[src/rtl/meas_cycle_pkg.sv]
package meas_cycle_pkg;
  typedef enum logic [0:0] {
    ST_HOLD = 1'b0,
    ST_RUN  = 1'b1
  } seq_state_e;
endpackage

[src/rtl/rh_sync.sv]
module rh_sync #(
  parameter int STAGES = 2
) (
  input  logic clk_i,
  input  logic rst_ni,
  input  logic d_i,
  output logic q_o
);
  logic [STAGES-1:0] sr_q;

  generate
    if (STAGES == 1) begin : g_one
      always_ff @(posedge clk_i or negedge rst_ni) begin
        if (!rst_ni) sr_q <= '0;
        else         sr_q <= d_i;
      end
    end else begin : g_chain
      always_ff @(posedge clk_i or negedge rst_ni) begin
        if (!rst_ni) sr_q <= '0;
        else         sr_q <= {sr_q[STAGES-2:0], d_i};
      end
    end
  endgenerate

  assign q_o = sr_q[STAGES-1];
endmodule

[src/rtl/rh_rise_detect.sv]
module rh_rise_detect (
  input  logic clk_i,
  input  logic rst_ni,
  input  logic lvl_i,
  output logic rise_o
);
  logic prev_q;

  always_ff @(posedge clk_i or negedge rst_ni) begin
    if (!rst_ni) prev_q <= 1'b0;
    else         prev_q <= lvl_i;
  end

  assign rise_o = lvl_i & ~prev_q;
endmodule

[src/rtl/cycle_counter.sv]
module cycle_counter #(
  parameter int CYCLE_LEN = 40002,
  localparam int CNT_W = $clog2(CYCLE_LEN)
) (
  input  logic             clk_i,
  input  logic             rst_ni,
  input  logic             clear_i,
  input  logic             inc_i,
  output logic [CNT_W-1:0] cnt_o,
  output logic             at_last_o
);
  localparam logic [CNT_W-1:0] LAST = CNT_W'(CYCLE_LEN - 1);

  logic [CNT_W-1:0] cnt_q;

  always_ff @(posedge clk_i or negedge rst_ni) begin
    if (!rst_ni)      cnt_q <= '0;
    else if (clear_i) cnt_q <= '0;
    else if (inc_i)   cnt_q <= cnt_q + 1'b1;
  end

  assign cnt_o     = cnt_q;
  assign at_last_o = (cnt_q == LAST);
endmodule

[src/rtl/seq_ctrl.sv]
module seq_ctrl
  import meas_cycle_pkg::*;
(
  input  logic clk_i,
  input  logic rst_ni,
  input  logic lvl_i,
  input  logic rise_i,
  input  logic at_last_i,
  output logic clear_o,
  output logic inc_o,
  output logic busy_o
);
  seq_state_e state_q, state_d;

  always_comb begin
    state_d = state_q;
    clear_o = 1'b0;
    inc_o   = 1'b0;
    unique case (state_q)
      ST_HOLD: begin
        if (rise_i) begin
          state_d = ST_RUN;
          clear_o = 1'b1;
        end
      end
      ST_RUN: begin
        if (at_last_i) begin
          if (lvl_i) clear_o = 1'b1;   // back-to-back cycle
          else       state_d = ST_HOLD; // freeze final count
        end else begin
          inc_o = 1'b1;
        end
      end
      default: state_d = ST_HOLD;
    endcase
  end

  always_ff @(posedge clk_i or negedge rst_ni) begin
    if (!rst_ni) state_q <= ST_HOLD;
    else         state_q <= state_d;
  end

  assign busy_o = (state_q == ST_RUN);
endmodule

[src/rtl/meas_cycle_seq.sv]
module meas_cycle_seq #(
  parameter int CYCLE_LEN   = 40002,
  parameter int SYNC_STAGES = 2,
  localparam int CNT_W = $clog2(CYCLE_LEN)
) (
  input  logic             clk_i,
  input  logic             rst_ni,
  input  logic             run_hold_i,
  output logic             busy_o,
  output logic             done_o,
  output logic [CNT_W-1:0] count_o
);
  logic lvl_w, rise_w, clear_w, inc_w, at_last_w, busy_w;

  rh_sync #(.STAGES(SYNC_STAGES)) u_sync (
    .clk_i (clk_i),
    .rst_ni(rst_ni),
    .d_i   (run_hold_i),
    .q_o   (lvl_w)
  );

  rh_rise_detect u_rise (
    .clk_i (clk_i),
    .rst_ni(rst_ni),
    .lvl_i (lvl_w),
    .rise_o(rise_w)
  );

  seq_ctrl u_ctrl (
    .clk_i    (clk_i),
    .rst_ni   (rst_ni),
    .lvl_i    (lvl_w),
    .rise_i   (rise_w),
    .at_last_i(at_last_w),
    .clear_o  (clear_w),
    .inc_o    (inc_w),
    .busy_o   (busy_w)
  );

  cycle_counter #(.CYCLE_LEN(CYCLE_LEN)) u_cnt (
    .clk_i    (clk_i),
    .rst_ni   (rst_ni),
    .clear_i  (clear_w),
    .inc_i    (inc_w),
    .cnt_o    (count_o),
    .at_last_o(at_last_w)
  );

  assign busy_o = busy_w;
  assign done_o = busy_w & at_last_w;
endmodule

[config.mk]
export PLATFORM = sky130hd
export DESIGN_NAME = meas_cycle_seq
export DESIGN_NICKNAME = d
export VERILOG_FILES = /design/src/rtl/meas_cycle_pkg.sv /design/src/rtl/rh_sync.sv /design/src/rtl/rh_rise_detect.sv /design/src/rtl/cycle_counter.sv /design/src/rtl/seq_ctrl.sv /design/src/rtl/meas_cycle_seq.sv
export SDC_FILE = /design/constraint.sdc
export NUM_CORES = 1
export LEC_CHECK = 0
export ABC_AREA = 1
export ABC_CLOCK_PERIOD_IN_PS = 3300
export BUFFER_PORTS_ARGS = -buffer_cell sky130_fd_sc_hd__clkbuf_2
export CAP_MARGIN = 5
export CORE_MARGIN = 4
export CORE_UTILIZATION = 50
export CTS_CLUSTER_SIZE = 20
export DETAILED_ROUTE_END_ITERATION = 16
export PLACE_DENSITY = 0.71
export REMOVE_ABC_BUFFERS = 1
export SETUP_SLACK_MARGIN = 0.5
export SLEW_MARGIN = 10
export SYNTH_ARGS = -nofsm -noshare
export SYNTH_HDL_FRONTEND = slang
export SYNTH_SLANG_ARGS = --single-unit
export TNS_END_PERCENT = 10
[constraint.sdc]
create_clock -name clk_i -period 3.3 [get_ports clk_i]
set_clock_uncertainty 0.05 [all_clocks]
set_input_delay 0.825 -clock clk_i [delete_from_list [all_inputs] [get_ports clk_i]]
set_output_delay 0.825 -clock clk_i [all_outputs]
set_load 0.1 [all_outputs]
==> results of run 1 <==
[cells in the final DEF, fill, tap and decap left out, types with 2 or more instances in the layout]
master,count
nand2_8,3
inv_1,16
nand2_2,11
nand4_1,5
nor2_4,3
nand2_1,37
clkbuf_2,19
nand2_4,2
nand3_1,26
nor2_1,17
ha_1,2
dfrtp_1,20
xor2_1,4
nand3b_2,5
nor2_2,2
nand3_2,7
clkbuf_4,4
[power by group]
group | internal [mW] | total, mW | switching [mW]
logic | 0.125 | 0.572 | 0.447
clock network | 0.0674 | 0.149 | 0.0820
registers | 0.290 | 0.369 | 0.0785
[sequential cells by signal, indices dropped and copies added (netlist names)]
name and count:
u_cnt.cnt_o 16, u_ctrl.busy_o 1, u_rise.prev_q 1, u_sync.sr_q 2
[stage by stage]
| stage | hold slack [ps] | setup slack, ps | TNS [ps] | instance area [µm²] | util, % |
|---|---|---|---|---|---|
| floorplan | 281.2 | -471.9 | -471.9 | 1378 | - |
| finish | 325.2 | 657.6 | 0 | 1555 | 56.40 |
| global route | 333.3 | 550.8 | 0 | 1555 | 56.40 |
| global placement | 284.5 | 908.6 | 0 | 1516 | 54.99 |
| CTS | 331.8 | 505.5 | 0 | 1553 | 56.31 |
| detailed placement | 303.6 | 860.7 | 0 | 1516 | 54.99 |
[cell usage after synthesis, types with 2 or more instances]
cell type	count
nor2_1	17
nor2_4	3
ha_1	2
nand4_1	5
nand2_1	37
nand3_2	7
nand2_2	11
dfrtp_1	20
nand3_1	26
nand3b_2	5
buf_12	2
xor2_1	4
nor2_2	2
inv_1	16
nand2_8	3
nand2_4	2
[logic make-up after synthesis]
logic type               count (synthesis)
AO/OA/AOI/OAI                            3
XOR/XNOR                                 5
adder cells (fa/ha/maj)                  2
buffers and inverters                   25
flip-flops                              20
AND/OR/NAND/NOR                        120
[layout make-up]
cell class              instances  area (µm²)
fillers                       261        1202
multi-input cells             130       804.5
flip-flops and latches         20       500.5
repair buffers                 20       102.6
inverters                      19       72.57
well taps                      31       38.79
clock buffers                   4       36.28
[worst max-delay path by stage]
| stage | end | slack (ps) | cells past startpoint |
|---|---|---|---|
| 6_report | done_o | 660 | 7 |
| 5_1_grt | done_o | 550 | 7 |
| 4_1_cts | done_o | 510 | 7 |
| 3_5_place_dp | done_o | 860 | 7 |
| 3_3_place_gp | done_o | 910 | 7 |
| 2_1_floorplan | done_o | -470 | 5 |
[repair_timing]
item                                    CTS  global route
endpoints found under the setup margin    0             1
hold buffers                              0             0
resized for setup                         0             2
[per-layer routing]
| metal | wire [µm] | vias to the layer above | global-route usage (%) |
|---|---|---|---|
| li1 | - | 601 | - |
| met1 | 1308 | 548 | 21.29 |
| met2 | 1545 | 23 | 31.39 |
| met3 | 106 | 7 | 2.479 |
| met4 | 61 | 0 | 9.697 |
| met5 | 0 | - | 0 |
==> metrics.md, run 1 <==
| Metric | Value |
|---|---|
| Clock Latency Late Sink | `310 ps` |
| Worst slew pin tran | `545.5 ps` |
| Max Cap Viol | `0` |
| WHS Endpoint | `u_sync.sr_q[1]` |
| H-Tree Depth | `1` |
| Global-route wire length before repair | `5030 µm` |
| Slew HR | `63.79%` |
| Layout cells sized above 1 | `31.61%` |
| WS Path Type | `reg2out` |
| CP arrival | `1770 ps` |
| R2r setup slk | `1620 ps` |
| Seq cells post-synth | `20` |
| Cells after synthesis | `around 180` |
| Avg WL per Cell | `13.49 µm` |
| Reg clk slew, reported paths | `120 ps` |
| Largest net degree at the start of global routing | `21` |
| WP buf/inv | `2` |
| Pwr per Cell Area | `approximately 700 nW/µm²` |
| Post-Route WL | `roughly 3000 µm` |
| # DRC | `0` |
| CTS tree | `done` |
| Vias in the first global route | `1161` |
| Max Buffers Root-to-Sink | `2` |
| Max Fclk | `around 380 MHz` |
| Routed Antenna Nets | `0` |
| Initial antenna violation count | `0` |
| CP Launch Type | `flip-flop` |
| Largest family of logic cells by synthesized area | `simple AND/OR/NAND/NOR gates` |
| TritonCTS buffer count | `3` |
| # IOs | `21` |
| Final Setup Violations | `0` |
| Reg2Reg Depth | `9` |
| Slowest cell delay on critical path | `about 440 ps` |
| Ys flop type | `dfrtp_1` |
| Hold path depth | `0` |
| Simple-Gate Fraction of Synth Area | `49.35%` |
| Violation count after the first detailed-route iteration | `38` |
| Min Tclk post-route | `2642 ps` |
| Slowest CP cell | `dfrtp_1` |
| Final hold violation count | `0` |
| Worst setup EP type | `primary output` |
| CP top delay family | `simple AND/OR/NAND/NOR gates` |
| Adder-Cell Fraction of Synth Area | `1.732%` |
| DIE WIDTH | `61.76 µm` |
| Post-DP HPWL | `~2200 µm` |
| Syn Area/Cell | `8.258 µm²` |
| Mapped cell area | `1445 µm²` |
| R2R Path End | `u_cnt.cnt_o[5]` |
| RePlAce Congestion | `0.8249` |
| Reg-to-reg startpoint | `u_cnt.cnt_o[1]` |
| Cell accounting for the most synthesized area | `dfrtp_1` |
| GRT Overall Usage | `between 10% and 20%` |
| Initial Utilization | `52.40%` |
| Initial DRT Pass Iterations | `4` |
| Final #Nets | `199` |
| Worst Hold Class | `reg2reg` |
| # Post-CTS Setup Buffers | `0` |
| Number of clock sinks | `20` |
| Row count | `19` |
| Setup crit start | `u_cnt.cnt_o[1]` |
| IO buf count | `20` |
| Area Overhead vs Synth | `7.619%` |
| Total power | `between 1 and 1.5 mW` |
| Top cells by area, synth | `dfrtp_1 35%, nand2_1 9.6%, nand3_1 9.0%, nand3_2 4.8%, nand2_2 4.8%` |
| Number of diodes | `0` |
| DIE HEIGHT | `a little over 60 µm` |
| Complex-gate fraction of the synthesized area | `roughly 1.6%` |
| Leak | `0.7511 nW` |
| Status | `completed` |
| Synth cell types | `29` |
| Worst ir drop on vdd | `0.6297 mV` |
| Vias/cell | `5.263` |
| Cell Count, Final, Fillers Out | `224` |
| Core area | `2758 µm²` |
| RSZ-0062 raised after global routing | `false` |
| Via count | `between 1000 and 1500` |
| Ys async rst share | `100.0%` |
| Hold wc startpoint | `u_sync.sr_q[0]` |
| Crit-path max FO | `5` |
| Clock Tree Root | `clkbuf_4` |
| Crit path cell chain | `inv_1 -> ha_1 -> nand3_1 -> nor2_4 -> nand2_4 -> nor2_1 -> clkbuf_4` |
| Seq/Total Area, Yosys | `about a third` |
| Gr ovfl total | `0` |
| Worst EP required | `2420 ps` |
| Die area | `3814 µm²` |
| Inst Count DP | `220` |
| Slew Limit Fails | `0` |
| Mux share of post-synthesis cell area | `0%` |
| XOR/XNOR Fraction of Synth Area | `3.030%` |
| Synth warnings | `0` |
| EDFF count, synth | `0` |
| Tcrit/Tclk final | `80.07%` |
| Area share of the largest cell type after synthesis | `roughly a third` |
(Power assumes the default switching activity.)
==> inputs of run 2 (changes only) <==
- ABC_CLOCK_PERIOD_IN_PS: 3300 -> 2660
- clock period: 3.3 -> 2.66 ns (I/O delays scaled with it)
==> metrics.md, run 2 (synthesis gave the netlist of run 1 again) <==
| Metric | Value |
|---|---|
| WS Path Type | `reg2out` |
| TritonCTS buffer count | `3` |
| Crit-path max FO | `2` |
| Leak | `0.8190 nW` |
| R2r setup slk | `roughly 940 ps` |
| Routed Antenna Nets | `0` |
| Post-Route WL | `3134 µm` |
| Clock Latency Late Sink | `300 ps` |
| Final #Nets | `approximately 210` |
| CP Launch Type | `flip-flop` |
| Row count | `19` |
| Core area | `between 2000 and 3000 µm²` |
| Crit path cell chain | `inv_2 -> ha_4 -> nand3_4 -> nor2_4 -> nand2_4 -> nor2_4 -> buf_12` |
| # DRC | `0` |
| Initial antenna violation count | `0` |
| DIE HEIGHT | `61.76 µm` |
| Tcrit/Tclk final | `82.84%` |
| Worst EP required | `1950 ps` |
| Initial DRT Pass Iterations | `4` |
| GRT Overall Usage | `18.85%` |
| Setup crit start | `u_cnt.cnt_o[1]` |
| Die area | `3814 µm²` |
| Worst setup EP type | `primary output` |
| Largest register FFs | `16` |
| Commonest non-fill, non-tap cell in the layout | `nand2_1` |
| Hold Slack | `about 250 ps` |
| Fill count | `226` |
| Status | `completed` |
| CP arrival | `1490 ps` |
| Global-route wire length before repair | `5313 µm` |
| Clock Tree Root | `clkbuf_4` |
| Reg-to-reg startpoint | `u_cnt.cnt_o[1]` |
| CTS tree | `done` |
| Layout cells sized above 1 | `about 42%` |
| Slowest cell delay on critical path | `420 ps` |
| Area Overhead vs Synth | `19.83%` |
| Critical path depth in cells | `7` |
| Final Setup Violations | `0` |
| Min Tclk post-route | `roughly 2200 ps` |
| Slew HR | `between 60% and 70%` |
| Vias in the first global route | `roughly 1200` |
| Worst Hold Class | `in2async` |
| Pwr per Cell Area | `888.7 nW/µm²` |
| Max Fclk | `453.8 MHz` |
| Number of diodes | `0` |
| Max Buffers Root-to-Sink | `2` |
| # IOs | `21` |
| Slew Limit Fails | `0` |
| Reg clk slew, reported paths | `130 ps` |
| Slowest CP cell | `dfrtp_1` |
| Commonest cells after routing, fill and taps aside | `37 x nand2_1, 25 x nand3_1, 19 x clkbuf_2, 16 x nor2_1, 15 x inv_1` |
| Post-DP HPWL | `2073 µm` |
| Initial Utilization | `52.40%` |
| H-Tree Depth | `1` |
| Violation count after the first detailed-route iteration | `38` |
| WP buf/inv | `2` |
| Worst slew pin tran | `544.4 ps` |
| Via count | `1251` |
| Post-place instance area | `1519 µm²` |
| CP top delay family | `flip-flops` |
| RePlAce Congestion | `around 0.83` |
| Cell repeated most along the worst path | `nor2_4` |
| Avg WL per Cell | `roughly 13 µm` |
| Largest net degree at the start of global routing | `21` |
| DIE WIDTH | `61.76 µm` |
| Number of clock sinks | `20` |
| Worst ir drop on vdd | `approximately 0.83 mV` |
| Gr ovfl total | `0` |
| Reg2Reg Depth | `10` |
| Max Cap Viol | `0` |
| RSZ-0062 raised after global routing | `true` |
| Vias/cell | `around 5.3` |
| IO buf count | `20` |
| Design area | `about 1700 µm²` |
| Final hold violation count | `0` |
run 2: metal layers:
metal | wire length [µm] | up-vias | GRT usage (%)
li1 | - | 625 | -
met2 | 1525 | 31 | 31.39
met3 | 153 | 2 | 2.893
met1 | 1437 | 593 | 25.16
met4 | 19 | 0 | 6.061
met5 | 0 | - | 0
run 2: area by class of cell:
type	count	area, µm²	area share [%]
inverter	19	72.57	4.191
tap	31	38.79	2.240
clock buffer	3	22.52	1.301
sequential	20	510.5	29.48
clock inverter	1	30.03	1.734
timing repair buffer	34	220.2	12.72
multi-input combinational	130	837.1	48.34
run 2: worst paths after layout:
kind | end
worst max register to register | u_cnt.cnt_o[10]
worst max-delay path | done_o
worst min-delay path | u_cnt.cnt_o[3]
min in group clk_i | u_sync.sr_q[1]
max in group asynchronous | u_cnt.cnt_o[13]
worst min register to register | u_sync.sr_q[1]
run 2: through the flow:
step                      setup slack [ps]  std cells  TNS, ps  power, mW  utilization (%)
after floorplan                     -951.9        169   -951.9      1.058                -
after global placement               587.2        220        0      1.163            55.08
after detailed placement             532.9        220        0      1.179            55.08
after CTS                            421.4        234        0      1.504            61.62
after global routing                 389.4        238        0      1.617            62.79
final                                456.4        238        0      1.539            62.79
run 2: what timing repair did:
| item | in CTS | in global routing |
|---|---|---|
| pin swaps | 3 | 3 |
| setup buffers | 10 | 4 |
| hold buffers | 0 | 0 |
| setup endpoints to repair | 1 | 1 |
| gates resized for setup | 16 | 2 |
run 2: power by group:
group	total (mW)	leakage, nW	internal (mW)	switching, mW
Sequential	0.443	0.242	0.366	0.0771
Combinational	0.844	0.549	0.234	0.610
Clock	0.252	0.0279	0.152	0.100
==> inputs of run 3 (changes only) <==
- ABC_AREA: 1 -> 0
- ABC_CLOCK_PERIOD_IN_PS: 2660 -> 1910
- CORE_UTILIZATION: 50 -> 49
- PLACE_DENSITY: 0.71 -> 0.74
- clock period: 2.66 -> 1.91 ns (I/O delays scaled with it)
==> metrics.md, run 3 <==
| Metric | Value |
|---|---|
| Final worst slack | `-343.3 ps` |
| Cell accounting for the most synthesized area | `dfrtp_1` |
| Failing checks | `setup timing` |
| Setup TNS | `-2276 ps` |
| Vias in the first global route | `about 1200` |
| Seq/Total Area, Yosys | `42.83%` |
| Slew Limit Fails | `0` |
| Crit-path max FO | `2` |
| Mapped cell area | `1169 µm²` |
| Final #Nets | `168` |
| # DRC | `0` |
| Routed Antenna Nets | `0` |
| Core area | `2233 µm²` |
| Max Cap Viol | `0` |
| Hold Slack | `66.15 ps` |
| Leak | `0.9109 nW` |
| Largest net degree at the start of global routing | `21` |
| Reg clk slew, reported paths | `120 ps` |
| Fill count | `118` |
| Reg-to-reg startpoint | `u_cnt.cnt_o[1]` |
| Commonest cells after routing, fill and taps aside | `18 x buf_4, 18 x dfrtp_1, 11 x and3_1, 11 x clkbuf_16, 9 x buf_6` |
| Initial DRT Pass Iterations | `4` |
| Post-Route WL | `4020 µm` |
| Die area | `3230 µm²` |
| Synth cell types | `39` |
| Gr ovfl total | `0` |
| Area Overhead vs Synth | `62.31%` |
| Cell Count, Final, Fillers Out | `190` |
| Via count | `1243` |
| CTS tree | `done` |
| Clock Latency Late Sink | `a little over 300 ps` |
| Max Buffers Root-to-Sink | `2` |
| Initial Utilization | `52.32%` |
| Area share of the largest cell type after synthesis | `42.83%` |
| Tcrit/Tclk final | `118.0%` |
| Violation count after the first detailed-route iteration | `71` |
| Pwr per Cell Area | `1214 nW/µm²` |
| GR Util met1 | `30.53%` |
| Worst slew pin tran | `approximately 530 ps` |
| IO buf count | `20` |
| Initial antenna violation count | `0` |
| Avg WL per Cell | `21.16 µm` |
| TritonCTS buffer count | `3` |
| Final hold violation count | `0` |
| Slew HR | `64.50%` |
| Layout cells sized above 1 | `between 40 and 50%` |
| Largest register FFs | `16` |
| WS Path Type | `reg2out` |
| Final Setup Violations | `14` |
| Vias/cell | `6.542` |
| Worst EP required | `1380 ps` |
| DIE WIDTH | `between 50 and 60 µm` |
| Global-route wire length before repair | `6306 µm` |
| CP Launch Type | `flip-flop` |
| Number of clock sinks | `20` |
| Clock Tree Root | `clkbuf_4` |
| Ys flop type | `dfrtp_1` |
| Inst Count DP | `182` |
| Worst setup EP type | `primary output` |
| Number of diodes | `0` |
| Cells after synthesis | `~120` |
| Ys async rst share | `100.0%` |
| Syn Area/Cell | `10.07 µm²` |
| Worst Hold Class | `in2async` |
| Seq cells post-synth | `20` |
| EDFF count, synth | `0` |
| Max Fclk | `443.8 MHz` |
| Setup crit start | `u_cnt.cnt_o[1]` |
| Design area | `1897 µm²` |
| RePlAce Congestion | `roughly 0.84` |
| Post-DP HPWL | `about 2200 µm` |
| Total power | `2.304 mW` |
| Gr busiest metal | `met2` |
| DIE HEIGHT | `56.84 µm` |
| Synth warnings | `0` |
| Row count | `17` |
| Met2 usage | `43.73%` |
| Top cells by count, synth | `20 x dfrtp_1, 11 x and3_1, 7 x nand3_1, 7 x nand4_1, 6 x nor3_1` |
| CTS Hold Bufs | `0` |
| Status | `finished with violations` |
| Most frequent cell after synthesis | `dfrtp_1` |
| GRT Overall Usage | `25.33%` |
| Worst ir drop on vdd | `2.008 mV` |
| Grt met3 use | `about 6.4%` |
| CP arrival | `1730 ps` |
| H-Tree Depth | `1` |
| RSZ-0062 raised after global routing | `true` |
| Top cells by area, synth | `dfrtp_1 43%, and3_1 5.9%, a211o_1 3.7%, nand4_1 3.7%, nand3_1 3.0%` |
| # IOs | `21` |
| Min Tclk post-route | `2253 ps` |
| Post-place instance area | `roughly 1500 µm²` |
run 3: changes by cell type after synthesis, sizes merged, moves of 4 or more:
cell    delta
a211o      +5
and3      +11
inv       -12
nand2     -48
nand3     -25
nand3b     -6
nor2      -18
nor3       +5
o21ai      +5
xor2       -4
run 3: metal layers:
metal / vias to the layer above / wire [µm] / share of wire, %
met3: 11 / 253 / 6.3
li1: 548 / - / -
met5: - / 0 / 0
met1: 618 / 1574 / 39
met4: 0 / 78 / 1.9
met2: 66 / 2113 / 53
run 3: worst paths after layout:
check | to | slack, ps | depth (start not counted)
max | done_o | -340 | 6
min reg2reg | u_sync.sr_q[1] | 320 | 0
max in group asynchronous | u_ctrl.busy_o | 1360 | 1
min | u_rise.prev_q | 70 | 1
min in group clk_i | u_sync.sr_q[0] | 210 | 1
max reg2reg | u_cnt.cnt_o[5] | -230 | 8
run 3: logic make-up after synthesis:
group | Yosys count | share of synthesized area (%)
and+or+nand+nor | 55 | 30.41
AOI/OAI and AO/OA | 28 | 18.42
DFF | 20 | 42.83
buffers and inverters | 11 | 6.210
adders and majority gates | 2 | 2.141
run 3: per-stage QoR:
stage	setup slack, ps	utilization [%]
final	-343.3	84.93
after global routing	-479.9	84.93
after CTS	-233.1	83.87
after detailed placement	-45.84	65.15
after global placement	-16.63	65.15
after floorplan	-1556	-
run 3: cell type report:
type / instances / area (µm²) / area share, %
clock buffer: 3 / 22.52 / 1.187
tap: 28 / 35.03 / 1.847
multi-input combinational: 86 / 635.6 / 33.51
timing repair buffer: 47 / 649.4 / 34.23
clock inverter: 1 / 30.03 / 1.583
inverter: 5 / 21.27 / 1.121
sequential: 20 / 503.0 / 26.52
run 3: report_power, final:
group,switching [mW],internal (mW)
registers,0.0795,0.492
clock network,0.140,0.212
logic,0.850,0.529
run 3: repair_timing:
action / 4_1_cts / 5_1_grt
setup buffers: 2 / 1
pin swaps: 1 / 0
setup endpoints to repair: 35 / 35
gates cloned: 1 / 0
hold endpoints to repair: 0 / 0
gates resized for setup: 61 / 6
run 3: critical path, stage by stage, from the launching register on:
cell      delay (ps)
dfrtp_1          410
inv_1             80
ha_1             180
nor4bb_4         240
nand4_1          150
nor2_2           160
buf_12           190
